### config.mk
export PLATFORM = sky130hd
export DESIGN_NAME = bt_host_window
export DESIGN_NICKNAME = d
export VERILOG_FILES = /design/src/rtl/bt_pkg.sv /design/src/rtl/bt_ctrl_bits.sv /design/src/rtl/bt_in_buf.sv /design/src/rtl/bt_out_buf.sv /design/src/rtl/bt_host_window.sv
export SDC_FILE = /design/constraint.sdc
export NUM_CORES = 1
export LEC_CHECK = 0
export CAP_MARGIN = 40
export CORE_MARGIN = 2
export CORE_UTILIZATION = 50
export CTS_CLUSTER_DIAMETER = 200
export DETAILED_ROUTE_END_ITERATION = 6
export DONT_BUFFER_PORTS = 1
export PLACE_DENSITY = 0.66
export SLEW_MARGIN = 0
export SYNTH_ARGS = -nofsm -noshare
export SYNTH_HDL_FRONTEND = slang
export SYNTH_SLANG_ARGS = --single-unit
### constraint.sdc
create_clock -name clk -period 6.8 [get_ports clk]
set_input_delay 0 -clock clk [delete_from_list [all_inputs] [get_ports clk]]
set_output_delay 0 -clock clk [all_outputs]
set_load 0.01 [all_outputs]
### src/rtl/bt_pkg.sv
package bt_pkg;
   typedef enum logic [1:0] {
      REG_CTRL = 2'd0,
      REG_DATA = 2'd1,
      REG_MASK = 2'd2,
      REG_NONE = 2'd3
   } bt_reg_e;

   localparam int unsigned CB_CLR_IN  = 0;
   localparam int unsigned CB_CLR_OUT = 1;
   localparam int unsigned CB_H2C     = 2;
   localparam int unsigned CB_C2H     = 3;
   localparam int unsigned CB_SWATN   = 4;
   localparam int unsigned CB_HBUSY   = 6;
   localparam int unsigned CB_CBUSY   = 7;

   localparam logic [7:0] EMPTY_BYTE = 8'hFF;
endpackage

### src/rtl/bt_ctrl_bits.sv
module bt_ctrl_bits
   import bt_pkg::*;
(
   input  logic       clk,
   input  logic       rst_n,
   input  logic       wr_en,
   input  logic [7:0] wdata,
   input  logic       evt_done,
   input  logic       evt_swatn,
   output logic [7:0] ctrl_byte,
   output logic       clr_in,
   output logic       clr_out,
   output logic       req_pulse
);
   logic c2h_q, swatn_q, hbusy_q, cbusy_q, req_q;
   logic h2c_wr;
   logic unused_bits;

   assign unused_bits = ^{wdata[5]};
   assign h2c_wr  = wr_en & wdata[CB_H2C];
   assign clr_in  = wr_en & wdata[CB_CLR_IN];
   assign clr_out = wr_en & wdata[CB_CLR_OUT];

   always_ff @(posedge clk or negedge rst_n) begin
      if (!rst_n) begin
         c2h_q   <= 1'b0;
         swatn_q <= 1'b0;
         hbusy_q <= 1'b0;
         cbusy_q <= 1'b0;
         req_q   <= 1'b0;
      end else begin
         // set events take precedence over host clears
         if (evt_done)                       c2h_q <= 1'b1;
         else if (wr_en && wdata[CB_C2H])    c2h_q <= 1'b0;

         if (evt_swatn)                      swatn_q <= 1'b1;
         else if (wr_en && wdata[CB_SWATN])  swatn_q <= 1'b0;

         if (wr_en && wdata[CB_HBUSY])       hbusy_q <= ~hbusy_q;

         if (h2c_wr)                         cbusy_q <= 1'b1;
         else if (evt_done)                  cbusy_q <= 1'b0;

         req_q <= h2c_wr;
      end
   end

   always_comb begin
      ctrl_byte            = 8'h00;
      ctrl_byte[CB_C2H]    = c2h_q;
      ctrl_byte[CB_SWATN]  = swatn_q;
      ctrl_byte[CB_HBUSY]  = hbusy_q;
      ctrl_byte[CB_CBUSY]  = cbusy_q;
   end

   assign req_pulse = req_q;
endmodule

### src/rtl/bt_in_buf.sv
module bt_in_buf #(
   parameter int unsigned DEPTH = 64,
   parameter int unsigned IDX_W = 6,
   parameter int unsigned CNT_W = 7
) (
   input  logic             clk,
   input  logic             rst_n,
   input  logic             clr,
   input  logic             wr_en,
   input  logic [7:0]       wr_byte,
   input  logic [IDX_W-1:0] rd_idx,
   output logic [7:0]       rd_byte,
   output logic [CNT_W-1:0] count
);
   localparam logic [CNT_W-1:0] CNT_MAX = '1;

   logic [CNT_W-1:0]      cnt_q;
   logic [DEPTH-1:0][7:0] cells;

   always_ff @(posedge clk or negedge rst_n) begin
      if (!rst_n)                         cnt_q <= '0;
      else if (clr)                       cnt_q <= '0;
      else if (wr_en && cnt_q != CNT_MAX) cnt_q <= cnt_q + 1'b1;
   end

   for (genvar gi = 0; gi < DEPTH; gi++) begin : g_cell
      logic [7:0] cell_q;
      always_ff @(posedge clk or negedge rst_n) begin
         if (!rst_n)                                   cell_q <= '0;
         else if (wr_en && !clr && cnt_q == CNT_W'(gi)) cell_q <= wr_byte;
      end
      assign cells[gi] = cell_q;
   end

   always_comb begin
      rd_byte = 8'h00;
      if (32'(rd_idx) < DEPTH) rd_byte = cells[rd_idx];
   end

   assign count = cnt_q;
endmodule

### src/rtl/bt_out_buf.sv
module bt_out_buf
   import bt_pkg::*;
#(
   parameter int unsigned DEPTH = 64,
   parameter int unsigned IDX_W = 6,
   parameter int unsigned CNT_W = 7
) (
   input  logic             clk,
   input  logic             rst_n,
   input  logic             clr_ptr,
   input  logic             ld_en,
   input  logic [IDX_W-1:0] ld_idx,
   input  logic [7:0]       ld_byte,
   input  logic             done,
   input  logic [CNT_W-1:0] done_len,
   input  logic             rd_en,
   output logic [7:0]       rd_byte,
   output logic [CNT_W-1:0] ptr,
   output logic [CNT_W-1:0] len
);
   localparam logic [CNT_W-1:0] LEN_CAP = CNT_W'(DEPTH);

   logic [7:0]       mem [DEPTH];
   logic [CNT_W-1:0] ptr_q, len_q, len_clamped;
   logic             have_byte;

   assign have_byte   = ptr_q < len_q;
   assign len_clamped = (done_len > LEN_CAP) ? LEN_CAP : done_len;

   always_ff @(posedge clk) begin
      if (ld_en && 32'(ld_idx) < DEPTH) mem[ld_idx] <= ld_byte;
   end

   always_ff @(posedge clk or negedge rst_n) begin
      if (!rst_n) begin
         ptr_q <= '0;
         len_q <= '0;
      end else if (done) begin
         ptr_q <= '0;
         len_q <= len_clamped;
      end else if (clr_ptr) begin
         ptr_q <= '0;
      end else if (rd_en && have_byte) begin
         if (ptr_q + 1'b1 == len_q) begin
            ptr_q <= '0;
            len_q <= '0;
         end else begin
            ptr_q <= ptr_q + 1'b1;
         end
      end
   end

   assign rd_byte = have_byte ? mem[ptr_q[IDX_W-1:0]] : EMPTY_BYTE;
   assign ptr     = ptr_q;
   assign len     = len_q;
endmodule

### src/rtl/bt_host_window.sv
module bt_host_window
   import bt_pkg::*;
#(
   parameter int unsigned ADDR_W   = 8,
   parameter int unsigned WIN_SIZE = 0,
   parameter int unsigned DEPTH    = 64,
   localparam int unsigned IDX_W   = $clog2(DEPTH),
   localparam int unsigned CNT_W   = $clog2(DEPTH + 2)
) (
   input  logic              clk,
   input  logic              rst_n,
   input  logic              host_en,
   input  logic              host_we,
   input  logic [ADDR_W-1:0] host_addr,
   input  logic [7:0]        host_wdata,
   output logic [7:0]        host_rdata,
   output logic              req_ready,
   output logic [CNT_W-1:0]  req_len,
   input  logic [IDX_W-1:0]  req_rd_idx,
   output logic [7:0]        req_rd_byte,
   input  logic              rsp_wr_en,
   input  logic [IDX_W-1:0]  rsp_wr_idx,
   input  logic [7:0]        rsp_wr_byte,
   input  logic [CNT_W-1:0]  rsp_len,
   input  logic              rsp_done,
   input  logic              sw_atn_set,
   output logic [1:0]        irq_cfg
);
   localparam int unsigned WIN_EFF = (WIN_SIZE == 0) ? 4 : WIN_SIZE;
   localparam logic [ADDR_W-1:0] OFF_MASK = ADDR_W'(WIN_EFF - 1);

   if ((WIN_EFF & (WIN_EFF - 1)) != 0 || WIN_EFF < 4) begin : g_bad_win
      $error("bt_host_window: window size must be a power of two of at least 4");
   end
   if (DEPTH < 4 || DEPTH > 255) begin : g_bad_depth
      $error("bt_host_window: DEPTH must lie in 4..255");
   end
   if (ADDR_W < $clog2(WIN_EFF)) begin : g_bad_addr
      $error("bt_host_window: ADDR_W too narrow for the window");
   end

   logic [ADDR_W-1:0] reg_off;
   bt_reg_e           reg_sel;
   logic              ctrl_wr, data_wr, data_rd, mask_wr;
   logic [7:0]        ctrl_byte, out_rd_byte;
   logic              clr_in, clr_out;
   logic [1:0]        mask_q;
   logic [CNT_W-1:0]  in_cnt, out_ptr, out_len;
   logic              unused_wdata;

   assign unused_wdata = ^{host_wdata[7:2]};
   assign reg_off = host_addr & OFF_MASK;

   always_comb begin
      case (reg_off)
         ADDR_W'(0): reg_sel = REG_CTRL;
         ADDR_W'(1): reg_sel = REG_DATA;
         ADDR_W'(2): reg_sel = REG_MASK;
         default:    reg_sel = REG_NONE;
      endcase
   end

   assign ctrl_wr = host_en &  host_we & (reg_sel == REG_CTRL);
   assign data_wr = host_en &  host_we & (reg_sel == REG_DATA);
   assign data_rd = host_en & ~host_we & (reg_sel == REG_DATA);
   assign mask_wr = host_en &  host_we & (reg_sel == REG_MASK);

   bt_ctrl_bits u_ctrl (
      .clk       (clk),
      .rst_n     (rst_n),
      .wr_en     (ctrl_wr),
      .wdata     (host_wdata),
      .evt_done  (rsp_done),
      .evt_swatn (sw_atn_set),
      .ctrl_byte (ctrl_byte),
      .clr_in    (clr_in),
      .clr_out   (clr_out),
      .req_pulse (req_ready)
   );

   bt_in_buf #(.DEPTH(DEPTH), .IDX_W(IDX_W), .CNT_W(CNT_W)) u_in (
      .clk     (clk),
      .rst_n   (rst_n),
      .clr     (clr_in),
      .wr_en   (data_wr),
      .wr_byte (host_wdata),
      .rd_idx  (req_rd_idx),
      .rd_byte (req_rd_byte),
      .count   (in_cnt)
   );

   bt_out_buf #(.DEPTH(DEPTH), .IDX_W(IDX_W), .CNT_W(CNT_W)) u_out (
      .clk      (clk),
      .rst_n    (rst_n),
      .clr_ptr  (clr_out),
      .ld_en    (rsp_wr_en),
      .ld_idx   (rsp_wr_idx),
      .ld_byte  (rsp_wr_byte),
      .done     (rsp_done),
      .done_len (rsp_len),
      .rd_en    (data_rd),
      .rd_byte  (out_rd_byte),
      .ptr      (out_ptr),
      .len      (out_len)
   );

   always_ff @(posedge clk or negedge rst_n) begin
      if (!rst_n)       mask_q <= 2'b00;
      else if (mask_wr) mask_q <= host_wdata[1:0];
   end

   always_comb begin
      unique case (reg_sel)
         REG_CTRL: host_rdata = ctrl_byte;
         REG_DATA: host_rdata = out_rd_byte;
         REG_MASK: host_rdata = {6'b000000, mask_q};
         default:  host_rdata = EMPTY_BYTE;
      endcase
   end

   assign req_len = in_cnt;
   assign irq_cfg = mask_q;
endmodule

==> results by group, run 1 <==
Run status
  – Status: finished, violations left
  – Failing checks: hold timing, slew limit

Clock network
  – Skew-Pair Late Insertion Delay: about 0.7 ns
  – Clock root buffer: clkbuf_16
  – CTS Buf Count: 109
  – CTS resizes: 0
  – Number of buffers added for setup after CTS: 0
  – CTS tree: yes
  – # H-tree levels: 3
  – Clk buf depth: 3
  – Worst-path clk slew: about 0.060 ns
  – Post-CTS Hold Fix Bufs: 76
  – Clock Sink Count: roughly 1100

Yosys
  – Gate Count Post-Synth: about 2600
  – Post-synthesis sequential area ratio: 63.78%
  – Netlist cell types: 58
  – Synth area leader: edfxtp_1
  – Synth Cell Area: about 45000 µm²
  – Ys async rst share: a little over 50%
  – Number of flops mapped to enable cells by yosys: 512
  – Yosys top cell area share: 33.95%
  – Syn Nets: between 2000 and 3000
  – Syn_area_per_cell: between 15 and 20 µm²
  – Syn. warnings: 0
  – Synth area leaders: edfxtp_1, dfrtp_1, mux2_2, mux4_2, mux2i_1
  – Post-synth top flop: dfrtp_1
  – FF+latch count, synth: ~1100

STA
  – Post-layout min period: a little under 4 ns
  – RSZ-0062 raised after global routing: false
  – Clk_skew: about 0.028 ns
  – Hold Slack: -0.9712 ns
  – Slew @ Worst Pin: 2.448 ns
  – Setup-failing EPs final: 0
  – Setup TNS: 0 ns
  – Hold Violations, Final: 540
  – Tcrit/Tclk final: 58.20%
  – Fin. max-slew vios: about 360
  – Relative slew slack: -63.22%
  – Fmax: between 200 and 300 MHz

Critical path
  – Critical path data required time: between 6 and 7 ns
  – Crit path buf inv count: 1
  – CP startpoint: u_out.ptr[1]
  – Crit path DAT: 3.96 ns
  – Critical-path cell list: buf_12 > mux4_2 > nand2_1 > a21oi_1 > nor2_1 > nand4_1 > o31a_1
  – Setup CP Type: register to output port
  – CP Max Fanout: 118
  – Worst setup EP type: output port
  – Critical path's top delay family: flip-flops
  – CP startpoint kind: register
  – Slowest CP cell: dfrtp_4
  – Critical Path Max Stage Delay: approximately 0.90 ns
  – Worst reg2reg startpoint: u_out.ptr[1]

Layout
  – Area growth, synth to finish: 12.21%
  – Net count, final: about 2700
  – Most frequent cells in the layout: dfrtp_1, mux2_2, edfxtp_1
  – Layout cell share with drive strength beyond 1: a little under two fifths
  – Commonest non-fill, non-tap cell in the layout: dfrtp_1

Die
  – Initial Util: 50.39%
  – Die Wd: just over 300 µm
  – Core area: approximately 90000 µm²
  – DIE AREA: 93000 µm²
  – Die Y-Extent: between 300 and 400 µm
  – # rows: 110
  – Ports: 76

Routing
  – Routed length per instance: approximately 27 µm
  – DRC: 0
  – DR vias/cell: just over 6
  – Routed Antenna Nets: 0
  – DRT Pass-1 Iters: 7
  – Final wirelength: roughly 110000 µm
  – DRT iter0 DRCs: 2200
  – Via count: roughly 24000

Pwr
  – Internal Pwr Total: between 0.01 and 0.015 W
  – VDD IR max: 246.4 µV
  – Psw: ~0.003 W
  – Logic pwr share: around 5.4%
  – Lkg Pwr: between 20 and 25 nW
  – Net Sw Frac: around 22%
  – PwrDens: 267.5 nW/µm²
  – Clock network power share: a little over two fifths
  – Seq pwr share: about half

Place
  – Final GP Congestion: roughly 0.81
  – Post-detail-place hpwl: about 64000 µm
  – IO buf count: 0

Global routing
  – Vias in the first global route: ~25000
  – First-pass GRT wire length: between 150000 and 200000 µm
  – Initial antenna violation count: 5
  – Total GRT Usage: about a quarter
  – Overflow after GRT: 0
  – Largest net degree at the start of global routing: 541

Worst hold path
  – HP Class: input port to async pin

Run
  – # Max-Cap Violations: 0
==> cell type report <==
cell class	count	area, µm²
Clock inverter	65	580.6
Fill cell	6840	39060
Clock buffer	135	2967
Antenna cell	5	12.51
Tap cell	1176	1471
Inverter	13	48.80
Timing Repair Buffer	102	1284
Multi-Input combinational cell	1369	15560
Sequential cell	1052	28900
==> worst paths after layout <==
path	to	slack [ns]	depth (start not counted)
max	host_rdata[2]	2.84	7
min	u_in.g_cell[1].cell_q[1]	-0.97	0
max reg2reg	u_out.len[2]	2.92	7
min reg2reg	u_ctrl.hbusy_q	0.48	1
max in group asynchronous	u_out.ptr[0]	5.57	0
min in group clk	u_out.mem[9][6]	0.04	2
==> routing by layer <==
layer  vias up  track usage [%]  part of all wire, %
met3       204            5.125                  6.5
met4         2            6.919                  2.9
li1      10210                -                    -
met5         -                0                0.011
met1     12920            31.49                   41
met2       672            38.18                   49
==> metrics by stage <==
| step | std cells | power (W) | util (%) | cell area, µm² | setup WS (ns) |
|---|---|---|---|---|---|
| detailed placement | 3633 | 0.007640 | 51.40 | 46190 | 3.441 |
| global placement | 3617 | 0.007603 | 51.24 | 46050 | 3.326 |
| global route | 3912 | 0.01401 | 56.53 | 50810 | 2.686 |
| finish | 3917 | 0.01360 | 56.54 | 50820 | 2.843 |
| floorplan | 2608 | 0.007537 | - | 45290 | 4.300 |
| CTS | 3909 | 0.01369 | 56.50 | 50780 | 2.773 |
==> kinds of logic (layout without fill, tap and decap cells) <==
family | after synthesis | in the layout | synth area share [%]
and+or+nand+nor | 359 | 359 | 4.282
buffers and inverters | 187 | 315 | 1.881
DFF | 1052 | 1052 | 63.78
other | 0 | 5 | 0
muxes | 850 | 850 | 27.35
xor gates and xnor gates | 11 | 11 | 0.2127
adders and majority gates | 12 | 12 | 0.3315
AOI/OAI and AO/OA | 137 | 137 | 2.160
==> cells in the mapped netlist (all sizes together) (6+ instances only) <==
library cell  count
a21oi            21
a221oi            6
a22o              7
a22oi            42
a31oi             6
and2              7
buf              70
clkbuf          104
dfrtp           540
edfxtp          512
ha               12
inv              13
mux2            519
mux2i            73
mux4            258
nand2            69
nand2b            9
nand3            65
nand3b           10
nand4             9
nor2            143
nor2b            20
nor3              7
o21ai            18
o22a              8
xor2              6
==> power groups by stage <==
stage | logic, W | registers, W | clock network, W
final | 0.000734 | 0.00696 | 0.00590
after global routing | 0.000776 | 0.00698 | 0.00626
after CTS | 0.000733 | 0.00696 | 0.00600
after detailed placement | 0.000557 | 0.00708 | 0
after global placement | 0.000537 | 0.00707 | 0
after floorplan | 0.000499 | 0.00704 | 0
==> sequential cells by signal, indices dropped and copies added, names as in the netlist <==
signal	flops
u_ctrl.c2h_q	1
u_ctrl.req_pulse	1
u_ctrl.swatn_q	1
u_in.g_cell.cell_q	512
u_ctrl.cbusy_q	1
u_in.count	7
u_out.mem	512
u_out.ptr	7
u_out.len	7
irq_cfg	2
u_ctrl.hbusy_q	1
Note: power is estimated with default switching activity, not from simulation.
==> inputs of run 2 (changes only) <==
==> constraint.sdc (replaced) <==
create_clock -name clk -period 4 [get_ports clk]
set_input_delay 0 -clock clk [delete_from_list [all_inputs] [get_ports clk]]
set_output_delay 0 -clock clk [all_outputs]
set_load 0.01 [all_outputs]
==> run 2 against run 1 <==
Compared with the run above:
- the run still ends with hold timing, slew limit left
- final area up 0.18%
- die area unchanged
- sequential power up 70%
- count of clock-buffer cells in the layout grew 6
- via count shrank 0.41%
- flip-flop and latch count unchanged
- sequential share of layout area decreased by 0.10 points
- cell count about the same
- first-iteration DRC count is 0.18% lower
- critical path type unchanged
- largest cell class unchanged
- largest power group unchanged
==> results by group, run 2 (synthesis results as in run 1) <==
Worst hold path
  – HP Class: input port to async pin (unchanged)

Clock network
  – Clk buf depth: 3 (unchanged)
  – Clock root buffer: clkbuf_16 (unchanged)
  – CTS Buf Count: 106 (was 109)
  – Clock Sink Count: 1052 (unchanged)
  – CTS tree: yes (unchanged)
  – Skew-Pair Late Insertion Delay: 0.72 ns (was 0.69 ns)
  – # H-tree levels: 3 (unchanged)
  – Worst-path clk slew: 0.06 ns (about the same)

Die
  – Die Wd: 305.0 µm (unchanged)
  – Die Y-Extent: 305.0 µm (unchanged)
  – Ports: 76 (unchanged)
  – Initial Util: 50.39% (unchanged)
  – DIE AREA: 93000 µm² (unchanged)
  – Core area: 89870 µm² (unchanged)
  – # rows: 110 (unchanged)

STA
  – Hold Violations, Final: 540 (unchanged)
  – Slew @ Worst Pin: 2.203 ns (was 2.448 ns)
  – Post-layout min period: around 3.8 ns
  – Fin. max-slew vios: 323 (was 359)
  – Setup TNS: 0 ns (unchanged)
  – Hold Slack: -0.9817 ns (was -0.9712 ns)
  – RSZ-0062 raised after global routing: false (unchanged)
  – Clk_skew: 0.05764 ns (was 0.02767 ns)
  – Setup-failing EPs final: 0 (unchanged)
  – Relative slew slack: -46.87% (was -63.22%)
  – Tcrit/Tclk final: a little over nine tenths
  – Fmax: 263.3 MHz

Run
  – # Max-Cap Violations: 0 (unchanged)

Pwr
  – Internal Pwr Total: 0.01798 W (was 0.01059 W)
  – VDD IR max: 366.2 µV (was 246.4 µV)
  – Psw: 0.005092 W (was 0.003003 W)
  – Lkg Pwr: 20.28 nW (was 20.24 nW)
  – Logic pwr share: 5.4% (about the same)
  – Seq pwr share: 51.3% (was 51.2%)
  – Net Sw Frac: 22.07% (was 22.09%)
  – Clock network power share: 43.3% (was 43.4%)
  – PwrDens: 453.3 nW/µm² (was 267.5 nW/µm²)

Critical path
  – Worst reg2reg startpoint: u_out.ptr[2] (was u_out.ptr[1])
  – R2R setup slack: 0.58 ns (was 2.92 ns)
  – R2R Path End: u_out.len[2] (unchanged)
  – Slowest CP cell: dfrtp_4 (unchanged)
  – Critical path data required time: 4.00 ns (was 6.80 ns)
  – CP most frequent cell: buf_4
  – CP Max Fanout: 45 (was 118)
  – CP startpoint kind: register (unchanged)
  – Critical Path Max Stage Delay: 0.73 ns (was 0.90 ns)
  – Crit path DAT: 3.80 ns (was 3.96 ns)
  – Setup CP Type: register to output port (unchanged)
  – Length in cells of the worst reg-to-reg path: 8 (was 7)
  – Critical-path cell list: buf_12 > buf_4 > mux4_2 > o22ai_1 > nor4_1 > a21oi_1 > a21boi_1 > buf_4 (was buf_12 > mux4_2 > nand2_1 > a21oi_1 > nor2_1 > nand4_1 > o31a_1)
  – Worst setup EP type: output port (unchanged)

Run status
  – Failing checks: hold timing, slew limit (unchanged)
  – Status: finished, violations left (unchanged)

Routing
  – DRT Pass-1 Iters: 6 (was 7)
  – Routed length per instance: 27.38 µm (was 27.36 µm)
  – DRT iter0 DRCs: 2196 (was 2200)
  – DR vias/cell: 6.103 (was 6.129)
  – Final wirelength: 107300 µm (was 107200 µm)
  – DRC: 0 (unchanged)
  – Routed Antenna Nets: 0 (unchanged)
  – Via count: 23910 (was 24010)

Layout
  – Largest registers: u_in.g_cell.cell_q: 512 flops, u_out.mem: 512 flops (unchanged)
  – Most frequent cells in the layout: dfrtp_1, mux2_2, edfxtp_1 (unchanged)
  – Commonest non-fill, non-tap cell in the layout: dfrtp_1 (unchanged)
  – Area growth, synth to finish: 12.41% (was 12.21%)
  – Fill count: 6779 (was 6840)
  – Net count, final: 2715 (was 2709)
  – Layout cell share with drive strength beyond 1: 38.14% (was 37.98%)

Place
  – Post-detail-place hpwl: 65130 µm (was 64220 µm)
  – Final GP Congestion: 0.8959 (was 0.8062)
  – IO buf count: 0 (unchanged)

Global routing
  – Total GRT Usage: 23.45% (was 23.31%)
  – Initial antenna violation count: 7 (was 5)
  – Overflow after GRT: 0 (unchanged)
  – Largest net degree at the start of global routing: 541 (unchanged)
  – First-pass GRT wire length: 163600 µm (was 163000 µm)
  – Vias in the first global route: 25100 (was 25350)
[run 2: changes by cell type in the layout (fill, tap and decap cells not counted), sizes merged]
cell,previous run,this run
dlygate4sd3,60,61
buf,42,50
clkbuf,135,141
diode,5,2
clkinvlp,9,7
clkinv,42,35
inv,19,17
[run 2: worst max path at each step]
stage,end,depth (start not counted),slack (ns),from
3_5_place_dp,host_rdata[5],8,0.80,u_out.ptr[1]
4_1_cts,host_rdata[5],8,0.02,u_out.ptr[1]
5_1_grt,host_rdata[5],9,0.16,u_out.ptr[1]
2_1_floorplan,u_out.ptr[2],12,1.50,u_out.ptr[0]
6_report,host_rdata[5],8,0.20,u_out.ptr[1]
3_3_place_gp,host_rdata[5],8,0.78,u_out.ptr[1]
[run 2: cell type report]
| cell class | instances | area, µm² | share of cell area, % |
|---|---|---|---|
| antenna | 2 | 5.005 | 0.009831 |
| timing repair buffer | 111 | 1369 | 2.689 |
| clock inverter | 54 | 606.8 | 1.192 |
| sequential | 1052 | 28900 | 56.76 |
| tap | 1176 | 1471 | 2.890 |
| clock buffer | 141 | 2957 | 5.808 |
| multi-input combinational | 1369 | 15550 | 30.55 |
| inverter | 13 | 48.80 | 0.09585 |
[run 2: power groups by stage]
stage,Clock [W],Sequential [W],Combinational (W)
2_1_floorplan,0,0.0120,0.000847
3_3_place_gp,0,0.0120,0.000919
5_1_grt,0.0107,0.0119,0.00131
4_1_cts,0.0102,0.0118,0.00123
6_report,0.00999,0.0118,0.00124
3_5_place_dp,0,0.0121,0.000945
[run 2: critical path, delay by kind of cell (launching register included)]
family / cells / cell delay [ns]
buffers and inverters: 3 / 1.03
flip-flops: 1 / 0.73
AO/OA/AOI/OAI: 3 / 0.60
multiplexers: 1 / 0.32
AND/OR/NAND/NOR: 1 / 0.32
[run 2: metrics by stage]
| stage | std cells | setup slack (ns) | total power [W] | area, µm² | utilization [%] |
|---|---|---|---|---|---|
| detailed placement | 3641 | 0.8006 | 0.01300 | 46250 | 51.47 |
| global route | 3916 | 0.1566 | 0.02385 | 50900 | 56.64 |
| global placement | 3641 | 0.7803 | 0.01294 | 46250 | 51.47 |
| finish | 3918 | 0.2020 | 0.02308 | 50910 | 56.64 |
| floorplan | 2608 | 1.500 | 0.01281 | 45290 | - |
| CTS | 3911 | 0.01708 | 0.02326 | 50850 | 56.58 |
[run 2: repair_timing]
action,4_1_cts,5_1_grt
setup buffers,0,1
hold endpoints to repair,1967,541
gates resized for setup,0,1
endpoints found under the setup margin,0,1
hold buffers,75,2
[run 2: per-layer routing]
layer	vias to the layer above	GRT usage (%)	share of wire, %
li1	10220	-	-
met3	170	5.424	6.8
met1	12740	31.96	42
met4	10	7.541	3.0
met2	773	37.63	49
met5	-	0	0.064
==> inputs of run 3 (changes only) <==
--- a/config.mk
+++ b/config.mk
@@ -11,6 +11,7 @@
 export CTS_CLUSTER_DIAMETER = 200
 export DETAILED_ROUTE_END_ITERATION = 6
 export DONT_BUFFER_PORTS = 1
+export MAX_ROUTING_LAYER = met4
 export PLACE_DENSITY = 0.66
 export SLEW_MARGIN = 0
 export SYNTH_ARGS = -nofsm -noshare
==> run 3 against run 2 <==
Compared with the run above:
- the run ends with hold timing left
- flip-flop and latch count is the same
- clock skew shrank 0.00053 ns
- critical path depth did not move
- non-clock buffer count fell by 4
- global-route usage is 0.74 points higher
- clock power about the same
- largest power group unchanged
- core utilization about the same
- count of clock-buffer cells in the layout is the same
- die area unchanged
- combinational power about the same
- worst setup slack better by 0.030 ns
==> results by group, run 3 (synthesis results as in run 1) <==
Run
  – # Max-Cap Violations: 0 (unchanged)

Critical path
  – Length in cells of the worst reg-to-reg path: 8 (unchanged)
  – CP startpoint kind: register (unchanged)
  – CP Max Fanout: 45 (unchanged)
  – Worst setup EP type: output port (unchanged)
  – CP startpoint: u_out.ptr[1] (unchanged)
  – Crit path DAT: 3.77 ns (was 3.80 ns)
  – Setup CP Type: register to output port (unchanged)
  – Critical path data required time: 4.00 ns (about the same)
  – Worst reg2reg startpoint: u_out.ptr[0] (was u_out.ptr[2])

Pwr
  – Seq pwr share: 51.3% (about the same)
  – Internal Pwr Total: 0.01798 W (about the same)
  – PwrDens: 453.9 nW/µm² (was 453.3 nW/µm²)
  – VDD IR max: 366.5 µV (was 366.2 µV)
  – Lkg Pwr: 20.26 nW (was 20.28 nW)
  – Clock network power share: 43.4% (was 43.3%)
  – Psw: 0.005109 W (was 0.005092 W)
  – Logic pwr share: 5.3% (was 5.4%)
  – Net Sw Frac: 22.13% (was 22.07%)

Place
  – Post-detail-place hpwl: 65130 µm (unchanged)
  – IO buf count: 0 (unchanged)
  – Final GP Congestion: 0.9112 (was 0.8959)
  – Placed Instances: 3641 (unchanged)

Layout
  – Layout cell share with drive strength beyond 1: 38.12% (was 38.14%)
  – Largest registers: u_in.g_cell.cell_q: 512 flops, u_out.mem: 512 flops (unchanged)
  – Net count, final: 2711 (was 2715)
  – Commonest non-fill, non-tap cell in the layout: dfrtp_1 (unchanged)
  – Most frequent cells in the layout: dfrtp_1, mux2_2, edfxtp_1 (unchanged)
  – Cell Count, Final, Fillers Out: 3917 (was 3918)
  – Area growth, synth to finish: 12.32% (was 12.41%)
  – Fill count: 6782 (was 6779)

Clock network
  – Clock Sink Count: 1052 (unchanged)
  – # H-tree levels: 3 (unchanged)
  – Worst-path clk slew: 0.06 ns (about the same)
  – Skew-Pair Late Insertion Delay: 0.72 ns (about the same)
  – Clk buf depth: 3 (unchanged)
  – CTS Buf Count: 106 (unchanged)
  – Clock root buffer: clkbuf_16 (unchanged)
  – CTS tree: yes (unchanged)
  – Number of buffers added for setup after CTS: 0 (unchanged)
  – Post-CTS Hold Fix Bufs: 75 (unchanged)

Die
  – DIE AREA: 93000 µm² (unchanged)
  – # rows: 110 (unchanged)
  – Die Wd: 305.0 µm (unchanged)
  – Ports: 76 (unchanged)
  – Initial Util: 50.39% (unchanged)
  – Die Y-Extent: 305.0 µm (unchanged)
  – Core area: 89870 µm² (unchanged)

STA
  – Relative slew slack: 16.61% (was -46.87%)
  – Setup-failing EPs final: 0 (unchanged)
  – RSZ-0062 raised after global routing: false (unchanged)
  – Fmax: 265.4 MHz (was 263.3 MHz)
  – Slew @ Worst Pin: 1.251 ns (was 2.203 ns)
  – Setup TNS: 0 ns (unchanged)
  – Clk_skew: 0.05711 ns (was 0.05764 ns)
  – Post-layout min period: 3.768 ns (was 3.798 ns)
  – Hold Slack: -0.9797 ns (was -0.9817 ns)
  – Fin. max-slew vios: 0 (was 323)
  – Hold Violations, Final: 540 (unchanged)
  – Tcrit/Tclk final: 94.19% (was 94.95%)

Routing
  – DRT Pass-1 Iters: 6 (unchanged)
  – DR top layer: met4 (was met5)
  – Via count: 23930 (was 23910)
  – DRC: 0 (unchanged)
  – Routed Antenna Nets: 0 (unchanged)
  – Wl on met1: 44880 µm (was 44520 µm)
  – Met2 WL: 51800 µm (was 52170 µm)
  – DR WL met3: 7386 µm (was 7334 µm)
  – Final wirelength: 107400 µm (was 107300 µm)
  – DRT iter0 DRCs: 2316 (was 2196)
  – Routed length per instance: 27.41 µm (was 27.38 µm)
  – DR vias/cell: 6.109 (was 6.103)

Global routing
  – Initial antenna violation count: 6 (was 7)
  – Overflow after GRT: 0 (unchanged)
  – First-pass GRT wire length: 163800 µm (was 163600 µm)
  – Vias in the first global route: 25020 (was 25100)
  – Largest net degree at the start of global routing: 541 (unchanged)
  – Total GRT Usage: 24.20% (was 23.45%)

Worst hold path
  – HP Class: input port to async pin (unchanged)

Run status
  – Status: finished, violations left (unchanged)
  – Failing checks: hold timing (was hold timing, slew limit)
run 3: power groups by stage:
stage | combinational [W] | sequential [W] | clock [W]
global placement | 0.000919 | 0.0120 | 0
CTS | 0.00123 | 0.0118 | 0.0102
detailed placement | 0.000945 | 0.0121 | 0
global route | 0.00131 | 0.0119 | 0.0107
finish | 0.00123 | 0.0118 | 0.0100
floorplan | 0.000847 | 0.0120 | 0
run 3: path summary, 6_finish.rpt:
path                                        endpoint  slack (ns)
setup / recovery                       host_rdata[5]        0.23
hold / removal              u_in.g_cell[1].cell_q[1]       -0.98
setup reg to reg                        u_out.len[1]        0.46
hold reg to reg                       u_ctrl.cbusy_q        0.50
max in group asynchronous  u_in.g_cell[62].cell_q[4]        3.97
min in group clk                    u_out.mem[50][5]        0.04
run 3: area by class of cell:
type / count / area [µm²] / area share (%)
flip-flops and latches: 1052 / 28900 / 56.81
inverters: 13 / 48.80 / 0.09593
diodes: 5 / 12.51 / 0.02460
repair buffers: 107 / 1321 / 2.597
clock inverters: 54 / 606.8 / 1.193
multi-input cells: 1369 / 15550 / 30.58
clock buffers: 141 / 2957 / 5.812
well taps: 1176 / 1471 / 2.893
run 3: worst max-delay path, stage by stage, from the launching register on:
cell	delay [ns]
dfrtp_4	0.73
buf_12	0.36
buf_4	0.45
mux4_2	0.32
o22ai_1	0.08
nor4_1	0.32
a21oi_1	0.08
a21boi_1	0.42
buf_4	0.21
run 3: per-stage QoR:
step                      setup slack [ns]  utilization, %  power [W]  area, µm²
after global routing               0.06006           56.60    0.02385      50870
after floorplan                      1.500               -    0.01281      45290
final                               0.2322           56.60    0.02309      50870
after detailed placement            0.8006           51.47    0.01300      46250
after global placement              0.7803           51.47    0.01294      46250
after CTS                          0.01708           56.58    0.02326      50850
run 3: timing repair:
action,in CTS,in global routing
resized for setup,0,1
endpoints found under the setup margin,0,1
hold endpoints to repair,1967,540
run 3: routing by layer:
layer  up-vias  GRT usage, %
met5         -             -
met4         0         7.495
met3       187         5.132
met2       783         37.61
met1     12740         32.26
li1      10220             -
